==> src/rtl/nsqrt_pkg.sv <==
package nsqrt_pkg;

    typedef enum logic [2:0] {
        ST_IDLE,
        ST_LOAD,
        ST_KICK,
        ST_WAIT,
        ST_FINISH,
        ST_HOLD
    } nsqrt_state_e;

endpackage

==> src/rtl/nsqrt_divider.sv <==
// Restoring shift-and-subtract divider, one quotient bit per clock.
module nsqrt_divider #(
    parameter int W = 32
) (
    input  logic         clk,
    input  logic         clear,
    input  logic         go,
    input  logic [W-1:0] dividend,
    input  logic [W-1:0] divisor,
    output logic [W-1:0] quotient,
    output logic         busy,
    output logic         done
);
    localparam int CW = $clog2(W);
    localparam logic [CW-1:0] LAST = CW'(W - 1);

    logic [W-1:0]  rem_q;
    logic [W-1:0]  quo_q;
    logic [W-1:0]  den_q;
    logic [CW-1:0] cnt_q;
    logic          busy_q;
    logic          done_q;

    logic [W:0]    shifted;
    logic [W:0]    trial;

    always_comb begin
        shifted = {rem_q, quo_q[W-1]};
        trial   = shifted - {1'b0, den_q};
    end

    always_ff @(posedge clk) begin
        if (clear) begin
            rem_q  <= '0;
            quo_q  <= '0;
            den_q  <= '0;
            cnt_q  <= '0;
            busy_q <= 1'b0;
            done_q <= 1'b0;
        end else begin
            done_q <= 1'b0;
            if (go && !busy_q) begin
                rem_q  <= '0;
                quo_q  <= dividend;
                den_q  <= divisor;
                cnt_q  <= '0;
                busy_q <= 1'b1;
            end else if (busy_q) begin
                if (!trial[W]) begin
                    rem_q <= trial[W-1:0];
                    quo_q <= {quo_q[W-2:0], 1'b1};
                end else begin
                    rem_q <= shifted[W-1:0];
                    quo_q <= {quo_q[W-2:0], 1'b0};
                end
                cnt_q <= cnt_q + 1'b1;
                if (cnt_q == LAST) begin
                    busy_q <= 1'b0;
                    done_q <= 1'b1;
                end
            end
        end
    end

    assign quotient = quo_q;
    assign busy     = busy_q;
    assign done     = done_q;

endmodule

==> src/rtl/nsqrt_ctrl.sv <==
// Sequencer: state register, next-state logic and strobe decoding.
module nsqrt_ctrl
    import nsqrt_pkg::*;
(
    input  logic         clk,
    input  logic         run_en,
    input  logic         rad_zero,
    input  logic         div_done,
    input  logic         last_pass,
    output nsqrt_state_e state,
    output logic         cap_input,
    output logic         init_est,
    output logic         div_go,
    output logic         upd_est,
    output logic         publish
);
    nsqrt_state_e state_q;
    nsqrt_state_e state_d;

    always_ff @(posedge clk) begin
        if (!run_en) begin
            state_q <= ST_IDLE;
        end else begin
            state_q <= state_d;
        end
    end

    always_comb begin
        state_d = state_q;
        unique case (state_q)
            ST_IDLE:   state_d = ST_LOAD;
            ST_LOAD:   state_d = rad_zero ? ST_FINISH : ST_KICK;
            ST_KICK:   state_d = ST_WAIT;
            ST_WAIT: begin
                if (div_done) begin
                    state_d = last_pass ? ST_FINISH : ST_KICK;
                end
            end
            ST_FINISH: state_d = ST_HOLD;
            ST_HOLD:   state_d = ST_HOLD;
            default:   state_d = ST_IDLE;
        endcase
    end

    always_comb begin
        cap_input = 1'b0;
        init_est  = 1'b0;
        div_go    = 1'b0;
        upd_est   = 1'b0;
        publish   = 1'b0;
        unique case (state_q)
            ST_IDLE:   cap_input = 1'b1;
            ST_LOAD:   init_est  = 1'b1;
            ST_KICK:   div_go    = 1'b1;
            ST_WAIT:   upd_est   = div_done;
            ST_FINISH: publish   = 1'b1;
            ST_HOLD:   ;
            default:   ;
        endcase
    end

    assign state = state_q;

endmodule

==> src/rtl/nsqrt_dp.sv <==
// Estimate datapath: input latch, estimate register, pass counter, result.
module nsqrt_dp #(
    parameter int IN_W   = 16,
    parameter int RES_W  = 32,
    parameter int FRAC_W = 6,
    parameter int PASSES = 10
) (
    input  logic             clk,
    input  logic             run_en,
    input  logic [IN_W-1:0]  rad_in,
    input  logic             cap_input,
    input  logic             init_est,
    input  logic             upd_est,
    input  logic             publish,
    input  logic [RES_W-1:0] quot,
    output logic [RES_W-1:0] dividend,
    output logic [RES_W-1:0] est,
    output logic             rad_zero,
    output logic             last_pass,
    output logic [$clog2(PASSES+1)-1:0] pass_cnt,
    output logic [RES_W-1:0] root,
    output logic             valid
);
    localparam int SCALE_SH = 2 * FRAC_W;
    localparam int INIT_SH  = FRAC_W - 1;
    localparam int PW       = $clog2(PASSES + 1);
    localparam logic [PW-1:0] LAST_IDX = PW'(PASSES - 1);

    logic [IN_W-1:0]  rad_q;
    logic [RES_W-1:0] est_q;
    logic [PW-1:0]    pass_q;
    logic [RES_W-1:0] root_q;
    logic             valid_q;
    logic [RES_W:0]   sum;

    always_comb begin
        sum = {1'b0, est_q} + {1'b0, quot};
    end

    always_ff @(posedge clk) begin
        if (!run_en) begin
            rad_q   <= '0;
            est_q   <= '0;
            pass_q  <= '0;
            root_q  <= '0;
            valid_q <= 1'b0;
        end else begin
            if (cap_input) begin
                rad_q <= rad_in;
            end
            if (init_est) begin
                est_q  <= RES_W'(rad_q) << INIT_SH;
                pass_q <= '0;
            end else if (upd_est) begin
                est_q  <= sum[RES_W:1];
                pass_q <= pass_q + 1'b1;
            end
            if (publish) begin
                root_q  <= est_q;
                valid_q <= 1'b1;
            end
        end
    end

    assign dividend  = RES_W'(rad_q) << SCALE_SH;
    assign est       = est_q;
    assign rad_zero  = (rad_q == '0);
    assign last_pass = (pass_q == LAST_IDX);
    assign pass_cnt  = pass_q;
    assign root      = root_q;
    assign valid     = valid_q;

endmodule

==> src/rtl/nsqrt_top.sv <==
module nsqrt_top
    import nsqrt_pkg::*;
#(
    parameter int IN_W   = 16,
    parameter int RES_W  = 32,
    parameter int FRAC_W = 6,
    parameter int PASSES = 10
) (
    input  logic             clk,
    input  logic             run_en,
    input  logic [IN_W-1:0]  rad_in,
    output logic [RES_W-1:0] root_out,
    output logic             root_valid
);
    localparam int PW = $clog2(PASSES + 1);

    nsqrt_state_e     state;
    logic             cap_input;
    logic             init_est;
    logic             div_go;
    logic             upd_est;
    logic             publish;
    logic             rad_zero;
    logic             last_pass;
    logic             div_busy;
    logic             div_done;
    logic [RES_W-1:0] quot;
    logic [RES_W-1:0] dividend;
    logic [RES_W-1:0] est;
    logic [PW-1:0]    pass_cnt;

    nsqrt_ctrl ctrl_i (
        .clk       (clk),
        .run_en    (run_en),
        .rad_zero  (rad_zero),
        .div_done  (div_done),
        .last_pass (last_pass),
        .state     (state),
        .cap_input (cap_input),
        .init_est  (init_est),
        .div_go    (div_go),
        .upd_est   (upd_est),
        .publish   (publish)
    );

    nsqrt_dp #(
        .IN_W   (IN_W),
        .RES_W  (RES_W),
        .FRAC_W (FRAC_W),
        .PASSES (PASSES)
    ) dp_i (
        .clk       (clk),
        .run_en    (run_en),
        .rad_in    (rad_in),
        .cap_input (cap_input),
        .init_est  (init_est),
        .upd_est   (upd_est),
        .publish   (publish),
        .quot      (quot),
        .dividend  (dividend),
        .est       (est),
        .rad_zero  (rad_zero),
        .last_pass (last_pass),
        .pass_cnt  (pass_cnt),
        .root      (root_out),
        .valid     (root_valid)
    );

    nsqrt_divider #(
        .W (RES_W)
    ) div_i (
        .clk      (clk),
        .clear    (!run_en),
        .go       (div_go),
        .dividend (dividend),
        .divisor  (est),
        .quotient (quot),
        .busy     (div_busy),
        .done     (div_done)
    );

endmodule

==> config.mk <==
export PLATFORM = sky130hd
export DESIGN_NAME = nsqrt_top
export DESIGN_NICKNAME = d
export VERILOG_FILES = /design/src/rtl/nsqrt_pkg.sv /design/src/rtl/nsqrt_divider.sv /design/src/rtl/nsqrt_ctrl.sv /design/src/rtl/nsqrt_dp.sv /design/src/rtl/nsqrt_top.sv
export SDC_FILE = /design/constraint.sdc
export NUM_CORES = 1
export LEC_CHECK = 0
export ABC_AREA = 1
export ABC_CLOCK_PERIOD_IN_PS = 2900
export BUFFER_PORTS_ARGS = -buffer_cell sky130_fd_sc_hd__buf_2
export CAP_MARGIN = 20
export CORE_MARGIN = 10
export CORE_UTILIZATION = 30
export CTS_CLUSTER_DIAMETER = 200
export DETAILED_ROUTE_END_ITERATION = 8
export GPL_ROUTABILITY_DRIVEN = 0
export PLACE_DENSITY_LB_ADDON = 0.3
export SETUP_SLACK_MARGIN = 0.05
export SYNTH_ARGS = -nofsm -noshare
export SYNTH_HDL_FRONTEND = slang
export SYNTH_SLANG_ARGS = --single-unit
export TNS_END_PERCENT = 10
==> constraint.sdc <==
create_clock -name clk -period 2.9 [get_ports clk]
set_clock_uncertainty 0.2 [all_clocks]
set_input_delay 0.29 -clock clk [delete_from_list [all_inputs] [get_ports clk]]
set_output_delay 0.29 -clock clk [all_outputs]
set_load 0.05 [all_outputs]
======== Word level (Yosys, flattened, before mapping) ========
Cells that the tools add are included.
word-level totals
  flip-flop bits (word level) ............. 191
  bits of input ports ..................... 18
  output and inout port bits .............. 33
  logic and storage cells ................. 57
cells by class
  add/sub/neg operators ................... 4
  equality and inequality tests ........... 8
  mux-type cells .......................... 19
  bitwise logic cells ..................... 2
  reductions and logical operators ........ 10
operators with widths
  cell                                                    number
  two-way mux 28 bit                                      2
  two-way mux 21 bit                                      2
  adder 32 x 32 -> 33 bit                                 1
  subtractor 33 x 32 -> 33 bit                            1
  two-way mux 32 bit                                      1
  logical NOT 16 bit                                      1
  one-hot mux 3 bit (5 select lines)                      1
  two-way mux 1 bit                                       10
  two-way mux 3 bit                                       3
  equality test 3 x 2 -> 1 bit (second input constant)    2
  equality test 3 bit (second input constant)             2
  OR reduction 2 bit                                      3
  adder 5 x 1 -> 5 bit (second input constant)            1
  equality test 5 bit (second input constant)             1
  adder 4 x 1 -> 4 bit (second input constant)            1
  equality test 4 bit (second input constant)             1
  nonzero test 2 bit                                      2
  equality test 3 x 1 -> 1 bit (second input constant)    1
  logical NOT 3 bit                                       1
  OR reduction 3 bit                                      1
  inequality test 2 x 1 -> 1 bit (second input constant)  1
  NOT 1 bit                                               2
  logical AND 1 bit                                       1
  logical NOT 1 bit                                       1

======== Depth between registers and ports, before layout ========
Gate-level depths: netlist of the first run.
  word-level depth ........................ 4
  gate-level depth with buffers ........... 19
  mapped depth without buffers ............ 18

======== Hierarchy ========
From an unflattened synthesis of the first run, not the netlist that was laid out.
second synthesis, totals
  cells, all modules ...................... 2,130
  area total of the unflattened synthesis .. 13,131.3 um2
by module, submodules not included
  module         times used  cells each  area an instance (um2)  seq. area each (um2)
  nsqrt_divider  1           1,155       7,094.3                 2,062.0
  nsqrt_dp       1           938         5,801.8                 1,701.6
  nsqrt_ctrl     1           36          231.5                   60.1
  nsqrt_top      1           1           3.8                     0.0

======== Worst setup path before layout of the first run ========
Ideal clock, no wire load.
  kind .................................... register to register
  from .................................... register div_i.quo_q[31], in the netlist div_i.quotient[31]
  to ...................................... register div_i.rem_q[20]
  setup time .............................. 0.124 ns
  data arrival time ....................... 2.074 ns
  required time ........................... 2.576 ns
  setup slack ............................. 0.502 ns
  cell stages (with the launch flop) ...... 20
  path buffers ............................ 2
  period minus slack after synthesis ...... 2.398 ns
  path through ............................ dfxtp_1 inv_1 ha_1 fa_1 inv_1 nand2_1 nand2_1 nand3_1 nand2_2 nand2_2 nand2_4 nand2_4 nand2_2 nand2_1 nand2_2 buf_6 buf_12 nand2_2 nand3_2 a21oi_2
on the way
  cells in the longest elaborated chain, start to end .. 2
RTL lines
  element                       line                 source
  from (decl)                   nsqrt_divider.sv:18  logic [W-1:0] quo_q;
  from (signal assigned)        nsqrt_divider.sv:44  quo_q <= dividend;
  from (signal assigned)        nsqrt_divider.sv:51  quo_q <= {quo_q[W-2:0], 1'b1};
  from (signal assigned)        nsqrt_divider.sv:54  quo_q <= {quo_q[W-2:0], 1'b0};
  subtractor 33 x 32 -> 33 bit  nsqrt_divider.sv:29  trial = shifted - {1'b0, den_q};
  two-way mux 32 bit            nsqrt_divider.sv:49  if (!trial[W]) begin
  to (signal assigned)          nsqrt_divider.sv:50  rem_q <= trial[W-1:0];
  to (signal assigned)          nsqrt_divider.sv:53  rem_q <= shifted[W-1:0];
  to (decl)                     nsqrt_divider.sv:17  logic [W-1:0] rem_q;
Every way passes these cells.
A chain may end at the register's enable or synchronous reset.

======== Final worst setup path of the first run ========
  from .................................... register dp_i.est_q[0], in the netlist dp_i.est[0]
  to ...................................... register dp_i.est_q[23], in the netlist dp_i.est[23]
on the way
  cells in the longest elaborated chain, start to end .. 1
RTL lines
  element                  line            source
  from (decl)              nsqrt_dp.sv:30  logic [RES_W-1:0] est_q;
  from (signal assigned)   nsqrt_dp.sv:52  est_q <= RES_W'(rad_q) << INIT_SH;
  from (signal assigned)   nsqrt_dp.sv:55  est_q <= sum[RES_W:1];
  adder 32 x 32 -> 33 bit  nsqrt_dp.sv:37  sum = {1'b0, est_q} + {1'b0, quot};
Every way passes these cells.

==> results of run 1 <==
flip-flops by register name, summed over array words and instances (netlist names):
signal	flops
div_i.rem_q	32
div_i.cnt_q	5
dp_i.rad_q	16
dp_i.valid	1
dp_i.pass_cnt	4
div_i.busy	1
div_i.quotient	32
dp_i.root	32
div_i.den_q	32
ctrl_i.state	3
div_i.done	1
dp_i.est	32
layout make-up:
class	count	area (um2)	share of cell area, %
clock inverter	15	181	1.33
sequential	191	3830	27.9
timing repair buffer	87	601	4.39
multi-input combinational	1318	6820	49.8
inverter	314	1180	8.61
clock buffer	17	425	3.11
tap	525	657	4.80
critical path, cell delays in order, from the launching register on:
cell and delay [ps]:
dfxtp_1 330, nand2_1 90, inv_1 80, fa_1 480
nand3_1 110, nand2_1 100, a21boi_1 230, o21ai_1 180
nand3_1 120, nand3_1 220, nand2_1 120, nand2_1 50
o21bai_1 130, inv_1 50
layer usage:
metal | track usage, % | vias to the layer above
met3 | 2.09 | 48
met2 | 24.3 | 242
met1 | 19.4 | 5280
li1 | - | 6085
met4 | 4.50 | 0
met5 | 0 | -
power by group through the flow:
stage	Combinational, mW	Sequential (mW)	Clock, mW
floorplan	4.46	2.98	0
global placement	5.48	3.03	0
detailed placement	5.52	3.04	0
CTS	5.57	2.98	2.47
global route	6.65	3.00	2.58
finish	5.91	2.98	2.42
cell families after synthesis:
| kind of cell | Yosys count | synth area share [%] |
|---|---|---|
| AND/OR/NAND/NOR | 822 | 28.9 |
| AO/OA/AOI/OAI | 403 | 18.2 |
| buffers and inverters | 377 | 12.2 |
| flip-flops | 191 | 31.7 |
| adder cells (fa/ha/maj) | 69 | 7.29 |
| XOR/XNOR | 22 | 1.60 |
repair_timing:
item / CTS / global route
hold buffers: 16 / 0
endpoints found under the setup margin: 0 / 33
gates resized for setup: 0 / 11
setup buffers: 0 / 2
hold endpoints to repair: 16 / 0
worst max-delay path by stage:
stage / from / end / slack (ps) / cells after the start
after detailed placement: div_i.quotient[31] / div_i.rem_q[31] / 100 / 18
final: dp_i.est[0] / dp_i.est[23] / 300 / 13
after global routing: div_i.quotient[31] / div_i.rem_q[5] / 40 / 18
after floorplan: div_i.quotient[31] / div_i.rem_q[20] / 500 / 19
after global placement: div_i.quotient[31] / div_i.rem_q[31] / 180 / 18
after CTS: div_i.quotient[31] / div_i.rem_q[31] / 70 / 18
layout by cell type (no fill, tap or decap), drive strengths merged, types with 9 or more instances in the layout:
cell type / n
dlygate4sd3: 16
nor2: 183
nand4: 9
nand3: 82
o21a: 9
clkbuf: 17
a21oi: 193
dfxtp: 191
inv: 316
buf: 71
clkinv: 11
a22oi: 10
o21ai: 149
nand2: 510
o22ai: 16
a31oi: 9
nor3: 15
ha: 67
xor2: 19
==> results.yml, run 1 <==
power_and_ir_drop:
  p_clk_share_pct: 21.4
  p_switching_mw: 5.37
  power_mw: 11.3
  ir_drop_mv: 0.747
  seqPwrFrac_pct: 26.3
  p_sw_share_pct: 47.5
  p_per_area_mw_per_mm2: 826
  comb_power_share_pct: 52.2
  p_int_mw: 5.94
  p_leak_nw: 6.64
worst_setup_path:
  start_kind: "register"
  crit_path_max_fanout: 4
  arrival_ps: 2750
  critPathRequiredTime_ps: 3050
  r2r_slack_ps: 300
  r2r_start: "dp_i.est[0]"
  ff2ff_path_depth: 13
  crit_type: "reg2reg"
  crit_path_end_kind: "register"
  r2r-end: "dp_i.est[23]"
synth:
  synth_warnings: 0
  ys_dominant_reg_cell: "dfxtp_1"
  synth_nets: 1971
  synth-edff-count: 0
  yosysUniqueCellTypes: 43
  ys_seq_area_share_pct: 31.7
  synth.largest_area_cell: "dfxtp_1"
  postSynthCellCount: 1884
  syn_area_mm2: 0.0120
  ys_ff_latch: 191
  syn_avg_cell_area_um2: 6.39
  async_flop_share_pct: 0
  synth.area.top_cells: "dfxtp_1, nand2_1, inv_1"
  synth_top_area_share_pct: 31.7
  synth.most_common_cell: "nand2_1"
  synth_common_cells: "nand2_1, inv_1, dfxtp_1"
cts:
  cts_tree: "yes"
  cts.sink_count: 191
  path_clk_slew_ps: 80
  clock-root-buffer: "clkbuf_16"
  cts_max_level: 4
  cts-root-to-sink-buffers: 2
  cts-buffers-inserted: 17
  clk_latency_ps: 450
place:
  dp_hpwl_mm: 27.2
  numPortBuffers: 50
  place_area_mm2: 0.0128
  place_inst: 2414
  place_ws_ps: 97.9
sta:
  timing.setup.tns_ps: 0
  fin_crit_sh_pct: 89.6
  worst_pin_slew_ps: 817
  fmax_mhz: 385
  report.final.slew_viol_count: 0
  setup_viol: 0
  maxSlewHeadroom_pct: 45.5
  layout_min_cycle_time_ps: 2600
  final_hold_viol_count: 0
  fin_ws_ps: 300
  rsz0062_at_grt: "false"
  holdWs_ps: 83.4
route:
  met2_length_mm: 16.5
  drt-met1-wl_mm: 17.1
  vias_per_cell: 4.72
  wirelength_mm: 35.8
  highest_layer: "met4"
  met3_length_mm: 1.41
  detail_route.iter0.violations: 769
  wl_per_cell_um: 14.5
  vias: 11700
  dr.pass1.iters: 5
  ant_nets: 0
  remaining_drc_errors: 0
floorplan:
  row_count: 73
  fp.dieH_um: 220
  pin_count: 51
  core_mm2: 0.0397
  dieWidth_um: 220
  die_area_mm2: 0.0486
  initial_core_util_pct: 30.3
layout:
  stdcell_count: 2467
  post-route-util_pct: 34.5
  nNetsFinal: 2016
  area_growth_pct: 13.6
  antenna_cells: 0
  fin_area_mm2: 0.0137
  fillerInstances: 4358
  drive_gt1_share_pct: 9.37
hold_path:
  hold_depth: 3
  min_from: "run_en"
  holdCritPathClass: "in2reg"
  hold_end: "dp_i.est[11]"
grt:
  grt_pass1_vias: 11100
  grt_usage_pct: 14.7
  grt_overflow: 0
  grt_max_degree: 80
  antenna_found_initial: 0
  grt_pass1_wl_mm: 57.3
job:
  drv_cap: 0
status:
  status: "complete, no violations"
No activity file was read; power rests on OpenSTA's default activity.
==> run 2, diff against run 1 <==
--- a/config.mk
+++ b/config.mk
@@ -14,6 +14,7 @@
 export CTS_CLUSTER_DIAMETER = 200
 export DETAILED_ROUTE_END_ITERATION = 8
 export GPL_ROUTABILITY_DRIVEN = 0
+export GPL_TIMING_DRIVEN = 0
 export PLACE_DENSITY_LB_ADDON = 0.3
 export SETUP_SLACK_MARGIN = 0.05
 export SYNTH_ARGS = -nofsm -noshare
==> results.yml, run 2 (synthesis gave the netlist of run 1 again) <==
grt:
  grt_usage_pct: 15.9
  antenna_found_initial: 0
  grt_max_degree: 21
  grt_pass1_vias: 11400
  grt_overflow: 0
  grt_pass1_wl_mm: 60.7
route:
  ant_nets: 0
  vias: 12000
  remaining_drc_errors: 0
  detail_route.iter0.violations: 853
  dr.pass1.iters: 5
  wirelength_mm: 39.0
  wl_per_cell_um: 15.5
  vias_per_cell: 4.77
sta:
  setup_viol: 0
  final_hold_viol_count: 0
  fin_crit_sh_pct: 93.4
  maxSlewHeadroom_pct: 43.3
  fmax_mhz: 369
  worst_pin_slew_ps: 850
  rsz0062_at_grt: "false"
  layout_min_cycle_time_ps: 2710
  report.final.slew_viol_count: 0
worst_setup_path:
  cp_top_family: "simple AND/OR/NAND/NOR gates"
  crit_buf_inv: 1
  crit_type: "reg2reg"
  r2r_start: "dp_i.est[6]"
  arrival_ps: 2850
  cp_slowest_cell: "o21ai_0"
  start_kind: "register"
  worst_path_most_repeated_cell: "nand2_1"
  crit_path_max_fanout: 6
  critPathRequiredTime_ps: 3040
  ff2ff_path_depth: 10
  crit_path_max_incr_delay_ps: 550
  crit_path_end_kind: "register"
  r2r-end: "dp_i.est[29]"
  path_cells: "ha_1 -> nand2_1 -> nor2_1 -> nand2_1 -> o21ai_0 -> nand4_1 -> nand3_1 -> nand3_1 -> nand2_1 -> inv_1"
  r2r_slack_ps: 190
cts:
  cts-buffers-inserted: 17
  cts-root-to-sink-buffers: 2
  cts_max_level: 4
  cts_tree: "yes"
  path_clk_slew_ps: 80
  clk_latency_ps: 450
  cts.sink_count: 191
  clock-root-buffer: "clkbuf_16"
floorplan:
  die_area_mm2: 0.0486
  initial_core_util_pct: 30.3
  pin_count: 51
  fp.dieH_um: 220
  dieWidth_um: 220
  core_mm2: 0.0397
  row_count: 73
layout:
  nNetsFinal: 2057
  stdcell_count: 2509
  fillerInstances: 4332
  drive_gt1_share_pct: 8.57
  layout_commonest_cell: "nand2_1"
  post-route-util_pct: 34.6
  final_cell_mix: "nand2_1, inv_1, dfxtp_1"
  area_growth_pct: 14.1
power_and_ir_drop:
  p_sw_share_pct: 47.7
  p_clk_share_pct: 20.8
  p_leak_nw: 6.65
  p_int_mw: 6.00
  seqPwrFrac_pct: 25.9
  p_per_area_mw_per_mm2: 835
  p_switching_mw: 5.48
  comb_power_share_pct: 53.3
  ir_drop_mv: 0.426
place:
  dp_hpwl_mm: 31.2
  place_inst: 2458
  numPortBuffers: 49
hold_path:
  hold_depth: 2
  holdCritPathClass: "reg2reg"
  hold_end: "dp_i.valid"
  min_from: "dp_i.valid"
status:
  status: "complete, no violations"
job:
  drv_cap: 0
run 2: tightest hold or removal path: cells and delay by family, from the launching register on:
kind	cells	cell delay (ps)
flip-flops	1	330
AND/OR/NAND/NOR	2	120
run 2: metal layers:
layer | up-vias | wire [um] | GRT usage, %
met2 | 317 | 18200 | 27.1
met5 | - | 0 | 0
met1 | 5429 | 17700 | 20.0
met4 | 0 | 1010 | 5.34
li1 | 6166 | - | -
met3 | 48 | 2110 | 2.51
run 2: worst max path at each step:
stage,cells past startpoint,to,from,slack [ps]
after CTS,18,div_i.rem_q[22],div_i.quotient[31],40
after global routing,18,div_i.rem_q[0],div_i.quotient[31],50
final,10,dp_i.est[29],dp_i.est[6],190
after global placement,18,div_i.rem_q[8],div_i.quotient[31],20
after detailed placement,18,div_i.rem_q[8],div_i.quotient[31],-9
after floorplan,19,div_i.rem_q[20],div_i.quotient[31],500
run 2: what timing repair did:
item                                    in CTS  in global routing
endpoints found under the setup margin      13                 49
setup buffers                                0                  2
endpoints found under the hold margin       16                  0
resized for setup                            3                 13
pin swaps                                    0                  1
hold buffers                                16                  0
run 2: area by class of cell:
type / count / area [um2] / share of cell area (%)
Inverter: 314 / 1180 / 8.57
Sequential cell: 191 / 3820 / 27.8
Multi-Input combinational cell: 1316 / 6750 / 49.1
Timing Repair Buffer: 67 / 424 / 3.09
Tap cell: 525 / 657 / 4.78
Antenna cell: 1 / 2.50 / 0.0182
Buffer: 63 / 317 / 2.30
Clock inverter: 15 / 164 / 1.19
Clock buffer: 17 / 425 / 3.09
run 2: power by group through the flow:
stage               clock network (mW)  registers (mW)  logic (mW)
detailed placement                   0            3.03        5.87
global placement                     0            3.03        5.82
global route                      2.54            3.00        6.86
finish                            2.39            2.97        6.12
CTS                               2.45            2.97        5.97
floorplan                            0            2.98        4.46
run 2: stage by stage:
stage | setup WS [ps] | area, um2 | setup TNS, ps | hold slack (ps) | power (mW)
2_1_floorplan | 502 | 12000 | 0 | 235 | 7.44
3_3_place_gp | 20.8 | 12900 | 0 | 252 | 8.85
3_5_place_dp | -9.17 | 12900 | -9.17 | 257 | 8.90
4_1_cts | 41.0 | 13700 | 0 | 271 | 11.4
5_1_grt | 49.7 | 13700 | 0 | 291 | 12.4
6_report | 193 | 13700 | 0 | 272 | 11.5
==> run 3, diff against run 2 <==
--- a/config.mk
+++ b/config.mk
@@ -6,7 +6,7 @@
 export NUM_CORES = 1
 export LEC_CHECK = 0
 export ABC_AREA = 1
-export ABC_CLOCK_PERIOD_IN_PS = 2900
+export ABC_CLOCK_PERIOD_IN_PS = 2700
 export BUFFER_PORTS_ARGS = -buffer_cell sky130_fd_sc_hd__buf_2
 export CAP_MARGIN = 20
 export CORE_MARGIN = 10
==> constraint.sdc (replaced) <==
create_clock -name clk -period 2.7 [get_ports clk]
set_clock_uncertainty 0.2 [all_clocks]
set_input_delay 0.27 -clock clk [delete_from_list [all_inputs] [get_ports clk]]
set_output_delay 0.27 -clock clk [all_outputs]
set_load 0.05 [all_outputs]
==> results.yml, run 3 (synthesis gave the netlist of run 1 again) <==
status:
  status: "complete, no violations"
layout:
  antenna_cells: 0
  fin_area_mm2: 0.0141
  layout_commonest_cell: "nand2_1"
  final_cell_mix: "nand2_1, inv_1, dfxtp_1"
  nNetsFinal: 2068
  regArea_mm2: 0.00383
  post-route-util_pct: 35.5
  stdcell_count: 2519
  multi_input_comb_area_mm2: 0.00693
  fillerInstances: 4302
  area_growth_pct: 17.0
  drive_gt1_share_pct: 10.7
power_and_ir_drop:
  p_switching_mw: 6.24
  p_leak_nw: 6.78
  ir_drop_mv: 0.431
  p_int_mw: 7.14
  comb_power_share_pct: 56.9
  p_sw_share_pct: 46.6
  p_clk_share_pct: 19.2
  seqPwrFrac_pct: 23.9
  power_mw: 13.4
  p_per_area_mw_per_mm2: 949
place:
  place_ws_ps: -209
  dp_hpwl_mm: 31.2
  place_area_mm2: 0.0129
  place_inst: 2458
  numPortBuffers: 49
route:
  wl_per_cell_um: 15.7
  remaining_drc_errors: 0
  wirelength_mm: 39.5
  vias_per_cell: 4.81
  ant_nets: 0
  dr.pass1.iters: 7
  vias: 12100
  detail_route.iter0.violations: 803
cts:
  clk_latency_ps: 450
  clock-root-buffer: "clkbuf_16"
  path_clk_slew_ps: 90
  cts-root-to-sink-buffers: 2
  cts_max_level: 4
  cts_tree: "yes"
  cts.sink_count: 191
  cts-buffers-inserted: 17
worst_setup_path:
  crit_path_end_kind: "register"
  crit_type: "reg2reg"
  path_cells: "inv_4 -> ha_4 -> fa_2 -> inv_2 -> nand2_2 -> nand2_2 -> nand3_2 -> nand2_2 -> nand2_2 -> nand2_4 -> nand2_4 -> nand2_4 -> nand2_4 -> nand2_8 -> buf_12 -> clkbuf_16 -> nand2_4 -> nand3_2 -> a21oi_2"
  cp_top_family: "simple AND/OR/NAND/NOR gates"
  arrival_ps: 2750
  critPathRequiredTime_ps: 2840
  crit_buf_inv: 4
  crit_path_max_fanout: 6
  start_kind: "register"
  worst_path_most_repeated_cell: "nand2_4"
  crit_path_max_incr_delay_ps: 370
  cp_slowest_cell: "fa_2"
sta:
  final_hold_viol_count: 0
  holdWs_ps: 261
  rsz0062_at_grt: "true"
  layout_min_cycle_time_ps: 2610
  worst_pin_slew_ps: 810
  report.final.slew_viol_count: 0
  maxSlewHeadroom_pct: 46.0
  fin_crit_sh_pct: 96.8
  fmax_mhz: 383
  fin_ws_ps: 86.3
  timing.setup.tns_ps: 0
  setup_viol: 0
floorplan:
  core_mm2: 0.0397
  row_count: 73
  dieWidth_um: 220
  pin_count: 51
  initial_core_util_pct: 30.3
  fp.dieH_um: 220
  die_area_mm2: 0.0486
grt:
  grt_max_degree: 21
  antenna_found_initial: 0
  grt_pass1_wl_mm: 60.8
  grt_overflow: 0
  grt_pass1_vias: 11500
  grt_usage_pct: 15.9
job:
  drv_cap: 0
hold_path:
  holdCritPathClass: "in2reg"
run 3: changes by cell type in the layout (fill, tap and decap cells not counted), moves of 3 or more:
cell     before  now
nand2_1     487  477
buf_4         2    9
ha_1         66   59
nand3_1      71   65
ha_2          1    6
nand2_2      10   15
buf_12        2    6
nand3_2      11   15
buf_6         4    1
nand2_4      11   14
run 3: cell type report:
type | instances | area share (%)
multi-input combinational | 1316 | 49.1
inverter | 314 | 8.38
clock buffer | 17 | 3.02
clock inverter | 15 | 1.16
buffer | 63 | 2.48
tap | 525 | 4.66
sequential | 191 | 27.1
timing repair buffer | 78 | 4.05
run 3: per-layer routing:
metal / track usage, % / up-vias / share of wire (%)
met4: 5.39 / 0 / 3.1
met3: 2.35 / 56 / 5.2
li1: - / 6195 / -
met2: 27.2 / 312 / 47
met5: 0 / - / 0
met1: 20.2 / 5547 / 45
run 3: path summary, 6_finish.rpt:
check | start | to | slack (ps) | cells after the start
worst max-delay path | div_i.quotient[31] | div_i.rem_q[13] | 90 | 19
worst min-delay path | run_en | ctrl_i.state[0] | 260 | 3
worst max register to register | div_i.quotient[31] | div_i.rem_q[13] | 90 | 19
worst min register to register | dp_i.valid | dp_i.valid | 270 | 2
run 3: power by group through the flow:
stage | sequential (mW) | combinational [mW] | clock (mW)
after CTS | 3.19 | 6.74 | 2.63
after floorplan | 3.20 | 4.79 | 0
final | 3.20 | 7.62 | 2.57
after detailed placement | 3.25 | 6.31 | 0
after global routing | 3.22 | 8.42 | 2.73
after global placement | 3.25 | 6.25 | 0
run 3: repair_timing:
item / 4_1_cts / 5_1_grt
setup endpoints to repair: 40 / 72
gates resized for setup: 17 / 50
pin swaps: 2 / 22
buffers inserted: 3 / 7
cloned: 1 / 2
hold endpoints to repair: 16 / 0
hold buffers: 16 / 0
run 3: worst register-to-register path, delay by kind of cell (launching register included):
kind                       cells  cell delay, ps
and+or+nand+nor               12             950
adders and majority gates      2             540
buffers and inverters          4             450
DFF                            1             350
AOI/OAI and AO/OA              1              50
